**src/rtl/hbi_pkg.sv**
```systemverilog
package hbi_pkg;
  typedef enum logic {STB_RDWR = 1'b0, STB_DIRDS = 1'b1} strobe_style_e;

  // Write decode for each strobe style (pin levels as seen at the pins)
  function automatic logic is_write(strobe_style_e sty, logic a_n, logic b);
    if (sty == STB_DIRDS) return !a_n && !b;
    return a_n && !b;
  endfunction

  // A read looks the same in both styles: a/ds low, b (nWR or DIR) high
  function automatic logic is_read(logic a_n, logic b);
    return !a_n && b;
  endfunction
endpackage

```
**src/rtl/hbi_mode_detect.sv**
```systemverilog
module hbi_mode_detect
  import hbi_pkg::*;
(
  input  logic          clk,
  input  logic          rst_n,
  input  logic          cs_n,
  input  logic          pin_a_n,
  input  logic          pin_b,
  input  logic          pin_a0,
  output strobe_style_e style,
  output logic          nonmux,
  output logic          final_q
);
  logic cs_q, saw_wr, saw_both, style_lk;

  always_ff @(posedge clk or negedge rst_n) begin
    if (!rst_n) begin
      style    <= STB_RDWR;
      nonmux   <= 1'b0;
      final_q  <= 1'b0;
      cs_q     <= 1'b1;
      saw_wr   <= 1'b0;
      saw_both <= 1'b0;
      style_lk <= 1'b0;
    end else begin
      cs_q <= cs_n;
      if (!final_q) begin
        if (!cs_n && is_read(pin_a_n, pin_b)) final_q <= 1'b1;
        if (!cs_n && pin_a0) nonmux <= 1'b1;
        if (!style_lk) begin
          if (!cs_n && !pin_b) begin
            saw_wr <= 1'b1;
            if (!pin_a_n) saw_both <= 1'b1;
          end
          if (cs_n && !cs_q && saw_wr) begin
            style    <= saw_both ? STB_DIRDS : STB_RDWR;
            style_lk <= 1'b1;
          end
        end
      end
    end
  end

  AST_STYLE_LOCKED: assert property (@(posedge clk) disable iff (!rst_n)
    style_lk |=> $stable(style));
  AST_FINAL_STICKY: assert property (@(posedge clk) disable iff (!rst_n)
    final_q |=> final_q);
  AST_FINAL_FREEZES_BUS: assert property (@(posedge clk) disable iff (!rst_n)
    final_q |=> $stable(nonmux));
  AST_NONMUX_FROM_A0: assert property (@(posedge clk) disable iff (!rst_n)
    $rose(nonmux) |-> $past(pin_a0 && !cs_n));
endmodule

```
**src/rtl/hbi_rd_delay.sv**
```systemverilog
module hbi_rd_delay #(
  parameter int D1_STAGES = 2,
  parameter int D2_STAGES = 2
) (
  input  logic clk,
  input  logic rst_n,
  input  logic raw_rd,
  output logic rd_d1,
  output logic rd_d2
);
  localparam int NST = D1_STAGES + D2_STAGES;
  logic [NST-1:0] stg;

  for (genvar i = 0; i < NST; i++) begin : g_stage
    if (i == 0) begin : g_head
      always_ff @(posedge clk or negedge rst_n)
        if (!rst_n) stg[0] <= 1'b0;
        else        stg[0] <= raw_rd;
    end else begin : g_body
      always_ff @(posedge clk or negedge rst_n)
        if (!rst_n) stg[i] <= 1'b0;
        else        stg[i] <= stg[i-1] && raw_rd;
    end
  end

  // Assertion is delayed, release is immediate
  assign rd_d1 = stg[D1_STAGES-1] && raw_rd;
  assign rd_d2 = stg[NST-1] && raw_rd;

  AST_D1_NEEDS_HELD_READ: assert property (@(posedge clk) disable iff (!rst_n)
    rd_d1 |-> $past(raw_rd));
  AST_D2_AFTER_D1: assert property (@(posedge clk) disable iff (!rst_n)
    rd_d2 |-> $past(rd_d1));
endmodule

```
**src/rtl/hbi_diag_reg.sv**
```systemverilog
module hbi_diag_reg #(
  parameter int DW = 8
) (
  input  logic          clk,
  input  logic          rst_n,
  input  logic [DW-1:0] set_bits,
  input  logic          clr,
  output logic [DW-1:0] q
);
  always_ff @(posedge clk or negedge rst_n)
    if (!rst_n) q <= '0;
    else        q <= (clr ? '0 : q) | set_bits;

  AST_DIAG_CLEARS: assert property (@(posedge clk) disable iff (!rst_n)
    (clr && set_bits == '0) |=> q == '0);
  AST_DIAG_STICKY: assert property (@(posedge clk) disable iff (!rst_n)
    !clr |=> (q & $past(q)) == $past(q));
endmodule

```
**src/rtl/hbi_host_if.sv**
```systemverilog
module hbi_host_if
  import hbi_pkg::*;
#(
  parameter int          DW        = 8,
  parameter int          D1_STAGES = 2,
  parameter int          D2_STAGES = 2,
  parameter logic [2:0]  DIAG_ADDR = 3'd1
) (
  input  logic          clk,
  input  logic          rst_n,
  input  logic          hs_rd_en,
  input  logic          cs_n,
  input  logic          strb_a_n,
  input  logic          strb_b,
  input  logic          pin_a0,
  input  logic          pin_a1,
  input  logic          pin_a2_ale,
  input  logic [DW-1:0] ad_in,
  input  logic [DW-1:0] ext_rd_data,
  input  logic [DW-1:0] diag_set,
  output logic [DW-1:0] ad_out,
  output logic          ad_oe,
  output logic          reg_wr,
  output logic [2:0]    reg_wr_addr,
  output logic [DW-1:0] reg_wr_data,
  output logic          reg_rd,
  output logic [2:0]    reg_rd_addr,
  output logic          dir_strobe_mode,
  output logic          nonmux_mode,
  output logic          modes_final
);
  localparam int AW = 3;

  strobe_style_e   style;
  logic            nonmux;
  logic [AW-1:0]   ale_addr, raw_addr, cap_addr, samp_addr, side_addr;
  logic [DW-1:0]   cap_data, diag_q;
  logic            wr_act, rd_act, wr_q, raw_q;
  logic            rd_d1, rd_d2, d1_q, d2_q, samp_cs_n, side_fire;

  hbi_mode_detect u_mode (
    .clk(clk), .rst_n(rst_n), .cs_n(cs_n), .pin_a_n(strb_a_n), .pin_b(strb_b),
    .pin_a0(pin_a0), .style(style), .nonmux(nonmux), .final_q(modes_final)
  );

  assign dir_strobe_mode = (style == STB_DIRDS);
  assign nonmux_mode     = nonmux;

  // Address: direct pins or latched from the shared lines
  always_ff @(posedge clk or negedge rst_n)
    if (!rst_n)                    ale_addr <= '0;
    else if (!nonmux && pin_a2_ale) ale_addr <= ad_in[AW-1:0];

  assign raw_addr = nonmux ? {pin_a2_ale, pin_a1, pin_a0} : ale_addr;
  assign wr_act   = !cs_n && is_write(style, strb_a_n, strb_b);
  assign rd_act   = !cs_n && is_read(strb_a_n, strb_b);

  // Write capture; strobe issued when the host write ends
  always_ff @(posedge clk or negedge rst_n) begin
    if (!rst_n) begin
      wr_q <= 1'b0; cap_addr <= '0; cap_data <= '0;
      reg_wr <= 1'b0; reg_wr_addr <= '0; reg_wr_data <= '0;
    end else begin
      wr_q   <= wr_act;
      reg_wr <= wr_q && !wr_act;
      if (wr_act) begin
        cap_addr <= raw_addr;
        cap_data <= ad_in;
      end
      if (wr_q && !wr_act) begin
        reg_wr_addr <= cap_addr;
        reg_wr_data <= cap_data;
      end
    end
  end

  // Read side effects
  hbi_rd_delay #(.D1_STAGES(D1_STAGES), .D2_STAGES(D2_STAGES)) u_dly (
    .clk(clk), .rst_n(rst_n), .raw_rd(rd_act), .rd_d1(rd_d1), .rd_d2(rd_d2)
  );

  always_ff @(posedge clk or negedge rst_n) begin
    if (!rst_n) begin
      raw_q <= 1'b0; d1_q <= 1'b0; d2_q <= 1'b0;
      samp_addr <= '0; samp_cs_n <= 1'b1;
      reg_rd <= 1'b0; reg_rd_addr <= '0;
    end else begin
      raw_q <= rd_act;
      d1_q  <= rd_d1;
      d2_q  <= rd_d2;
      if (rd_d1 && !d1_q) begin
        samp_addr <= raw_addr;
        samp_cs_n <= cs_n;
      end
      reg_rd <= side_fire;
      if (side_fire) reg_rd_addr <= side_addr;
    end
  end

  assign side_fire = hs_rd_en ? (rd_d2 && !d2_q && !samp_cs_n) : (rd_act && !raw_q);
  assign side_addr = hs_rd_en ? samp_addr : raw_addr;

  hbi_diag_reg #(.DW(DW)) u_diag (
    .clk(clk), .rst_n(rst_n), .set_bits(diag_set),
    .clr(reg_rd && reg_rd_addr == DIAG_ADDR), .q(diag_q)
  );

  // Read data uses raw pins only
  assign ad_oe  = rd_act;
  assign ad_out = (raw_addr == DIAG_ADDR) ? diag_q : ext_rd_data;

  AST_WR_ONE_CYCLE: assert property (@(posedge clk) disable iff (!rst_n)
    reg_wr |=> !reg_wr);
  AST_RD_FOLLOWS_READ: assert property (@(posedge clk) disable iff (!rst_n)
    reg_rd |-> $past(ad_oe));
  AST_RD_ONE_CYCLE: assert property (@(posedge clk) disable iff (!rst_n)
    reg_rd |=> !reg_rd);
endmodule

```
**config.mk**
```make
export PLATFORM = sky130hd
export DESIGN_NAME = hbi_host_if
export DESIGN_NICKNAME = d
export VERILOG_FILES = /design/src/rtl/hbi_pkg.sv /design/src/rtl/hbi_mode_detect.sv /design/src/rtl/hbi_rd_delay.sv /design/src/rtl/hbi_diag_reg.sv /design/src/rtl/hbi_host_if.sv
export SDC_FILE = /design/constraint.sdc
export NUM_CORES = 1
export LEC_CHECK = 0
export BUFFER_PORTS_ARGS = -buffer_cell sky130_fd_sc_hd__buf_2
export CELL_PAD_IN_SITES_DETAIL_PLACEMENT = 0
export CELL_PAD_IN_SITES_GLOBAL_PLACEMENT = 1
export CORE_ASPECT_RATIO = 1.2
export CORE_MARGIN = 5
export CORE_UTILIZATION = 35
export CTS_CLUSTER_DIAMETER = 200
export DETAILED_ROUTE_END_ITERATION = 12
export GPL_ROUTABILITY_DRIVEN = 0
export PLACE_DENSITY = 0.64
export SETUP_SLACK_MARGIN = 0.15
export SLEW_MARGIN = 40
export SYNTH_ARGS = -nofsm -noshare
export SYNTH_HDL_FRONTEND = slang
export SYNTH_HIERARCHICAL = 1
export SYNTH_SLANG_ARGS = --single-unit
```
**constraint.sdc**
```tcl
create_clock -name clk -period 2 [get_ports clk]
set_input_delay 0 -clock clk [delete_from_list [all_inputs] [get_ports clk]]
set_output_delay 0 -clock clk [all_outputs]
set_load 0.02 [all_outputs]
```
==> results.env <==
DRT_FIRST_PASS_ITERS=4
END_KIND='output pin'
NETLIST_TOP_CELLS_AREA='dfrtp_1, mux2_2, mux2_4'
SETUP.WORST_PATH.START_CLASS='flop'
VIA_PER_INST=4.45
CLK-INSERTION-DELAY-LATE_NS=0.33
POSTROUTEANTENNANETS=0
TIMING.CRITICAL_PATH.SLOWEST_CELL_DELAY_NS=0.45
DPL.HPWL_MM=3.04
DIE-AREA_UM2=8260
CTS_NUM_SINKS=57
WORST_PATH_DOMINANT_CELL_FAMILY='multiplexers'
OUTCOME='finished, final reports clean'
TOTALWIRELENGTH_MM=4.64
AREA_OF_THE_CORE_REGION_UM2=6410
GRT_FIRST_PASS_WIRELENGTH_MM=7.82
POWER_DENSITY_nW_PER_UM2=1150
HIGHEST_IR_DROP_SEEN_ON_VDD_uV=587
DP.CELLS=292
PATH_BUF_INV=1
CTSROOTBUFFERMASTER='clkbuf_8'
GRT_MAX_DEGREE=58
CLK_PIN_SLEW_WORST_PATHS_NS=0.06
CTS_INSERTED_BUFFERS=9
DRT_FIRST_ITER_VIOLATIONS=42
CP_REQUIRED_NS=2.00
CELL_ROW_COUNT=32
SEQ_AREA_FRAC_SYNTH=0.625
FILLERS=592
PERIOD_SHARE=0.903
TIMING_MAX_TRANSITION_VIOLATIONS_FINAL=0
NUMBER_OF_ENABLE_FLIP_FLOP_CELLS_AFTER_SYNTHESIS=0
PIN_COUNT=61
RSZ0062_AT_GRT='yes'
SYNTHESIS.AREA_PER_INSTANCE_UM2=15.7
WL_CELL_UM=14.0
SYNTH.FF_LATCH_COUNT=57
RELSLEWSLACK=0.699
TRITONCTS='built'
REMAINING_DRC_ERRORS=0
ANTENNADIODECOUNT=0
DR_TOTAL_VIAS=1473
SETUP_VIOL=0
DRIVE_ABOVE_1_SHARE=0.557
TOP_ACHIEVABLE_CLOCK_SPEED_MHz=554
FINAL.SETUP_SKEW_NS=0.00558
ANTENNA_FOUND_INITIAL=0
MAX_CAP_VIOLATIONS=0
NETLIST_INSTANCES=146
DIE_Y_UM=98.6
FINAL_CORE_UTILIZATION=0.493
SYNTH_FP_NETS=179
GRT_PASS1_VIAS=1630
WORST_SLEW_PIN_SLEW_NS=0.451
GRT_OVERFLOW=0
SYNTH_TOP_AREA_CELL='dfrtp_1'
POST_LAYOUT_NONFILLER_INSTANCES=331
GRT_USE_TOTAL=0.123
TIMING_HOLD_VIOLATIONS_FINAL=0
PORT_BUFFERS=60
ASYNC_RESET_FF_FRAC=1.00
SYNTH-WARNING-COUNT=6
STATIC-LEAKAGE-POWER_uW=0.00151
WORSTPATHARRIVAL_NS=1.81
YOSYS-TOP-CELLS-COUNT='dfrtp_1, mux2_2, a21o_1, mux2_4, inv_1'
PATH_MAX_FANOUT=8
POST_SYNTH_INSTANCE_AREA_UM2=2290
LAYOUT_STAGE_AREA_GROWTH_OVER_THE_SYNTHESIS_RESULT_PCT=38.2
PERIOD_NEEDED_NS=1.81
WORSTHOLDPATHTYPE='input port to flop'
WORSTSETUPPATHTYPE='flop to output pin'
SETUP_TOTAL_NEGATIVE_SLACK_NS=0
CTS_BUFFER_DEPTH=2
DIE_X_UM=83.8
LAYOUT.NETS=274
INITIAL_UTILIZATION=0.357
CELL_WITH_THE_LARGEST_STAGE_DELAY_ON_THE_WORST_PATH='dfrtp_2'
HTREEDEPTH=3
CRIT_CHAIN='mux2_4 > o21ai_4 > mux2_2 > buf_2'
SYNTHMOSTINSTANTIATEDCELL='dfrtp_1'
LEADING_REGISTER_CELL_TYPE_OUT_OF_SYNTHESIS='dfrtp_1'
YOSYS_TOP_CELL_AREA_SHARE=0.602
SYNTH_CELL_TYPE_COUNT=25
## power breakdown
| group | total [uW] | internal (uW) | switching, uW |
|---|---|---|---|
| logic | 929 | 498 | 431 |
| clock network | 1100 | 676 | 424 |
| registers | 1610 | 1450 | 161 |
## cells in the final DEF, fill, tap and decap left out, types with 2 or more instances in the layout
cell type       n
a21o_1         10
and2_1          4
buf_2          60
buf_4           4
clkbuf_1        2
clkbuf_8       12
dfrtp_1        54
dfstp_2         2
dlygate4sd3_1  21
inv_1           5
mux2_2         36
mux2_4         11
nand2b_1        2
nor2_1          3
nor3b_1         2
or2_2           2
## per-stage QoR
stage / hold slack (ns) / total power [uW] / setup WS (ns) / area, um^2
5_1_grt: 0.113 / 3850 / 0.134 / 3160
4_1_cts: 0.0988 / 3690 / 0.164 / 3140
3_5_place_dp: 0.0275 / 2530 / 0.378 / 2710
2_1_floorplan: -0.296 / 2210 / 0.361 / 2290
6_report: 0.110 / 3640 / 0.195 / 3160
3_3_place_gp: 0.0257 / 2510 / 0.423 / 2710
## flip-flops by register name, summed over array words and instances (netlist names), 3 cells and up
register / count
reg_wr_addr: 3
samp_addr: 3
u_dly/stg: 4
ale_addr: 3
cap_addr: 3
reg_wr_data: 8
reg_rd_addr: 3
cap_data: 8
u_diag/q: 8
## what timing repair did
item                                    CTS  global route
endpoints found under the hold margin    80             0
setup buffers                             1             1
hold buffers                             21             0
pin swaps                                 1             0
endpoints found under the setup margin    8             8
gates resized for setup                   2             2
## cell families after synthesis
| logic type | synth area share |
|---|---|
| AND/OR/NAND/NOR | 0.0558 |
| multiplexers | 0.248 |
| buffers and inverters | 0.0181 |
| flip-flops | 0.625 |
| AO/OA/AOI/OAI | 0.0498 |
| XOR/XNOR | 0.00383 |
## final cells by class
type | count | area (um^2) | area share
Clock inverter | 2 | 35.0 | 0.0111
Multi-Input combinational cell | 81 | 833 | 0.264
Clock buffer | 14 | 173 | 0.0546
Timing Repair Buffer | 86 | 561 | 0.177
Sequential cell | 57 | 1430 | 0.452
Inverter | 6 | 22.5 | 0.00713
Tap cell | 85 | 106 | 0.0337
## layer usage
layer / track usage / wire (um)
met5: 0 / 0
met3: 0.0360 / 202
met1: 0.150 / 2020
met2: 0.190 / 2310
met4: 0.0780 / 112
## worst paths after layout
check,startpoint,to,slack (ns),cells after the start
max in group asynchronous,rst_n,samp_cs_n$_DFFE_PN1P_,1.53,3
worst min register to register,u_mode/saw_both$_DFFE_PN0P_,u_mode/saw_both$_DFFE_PN0P_,0.45,1
worst min-delay path,pin_a2_ale,samp_addr[2]$_DFFE_PN0P_,0.11,3
min in group asynchronous,rst_n,raw_q$_DFF_PN0_,0.19,3
worst max register to register,u_mode/nonmux$_DFFE_PN0P_,reg_rd_addr[2]$_DFFE_PN0P_,0.44,4
worst max-delay path,u_mode/nonmux$_DFFE_PN0P_,ad_out[0],0.19,4
## worst min-delay path, stage by stage
cell	delay (ns)
buf_2	0.09
mux2_2	0.17
mux2_2	0.14
No activity file was read; power rests on OpenSTA's default activity.
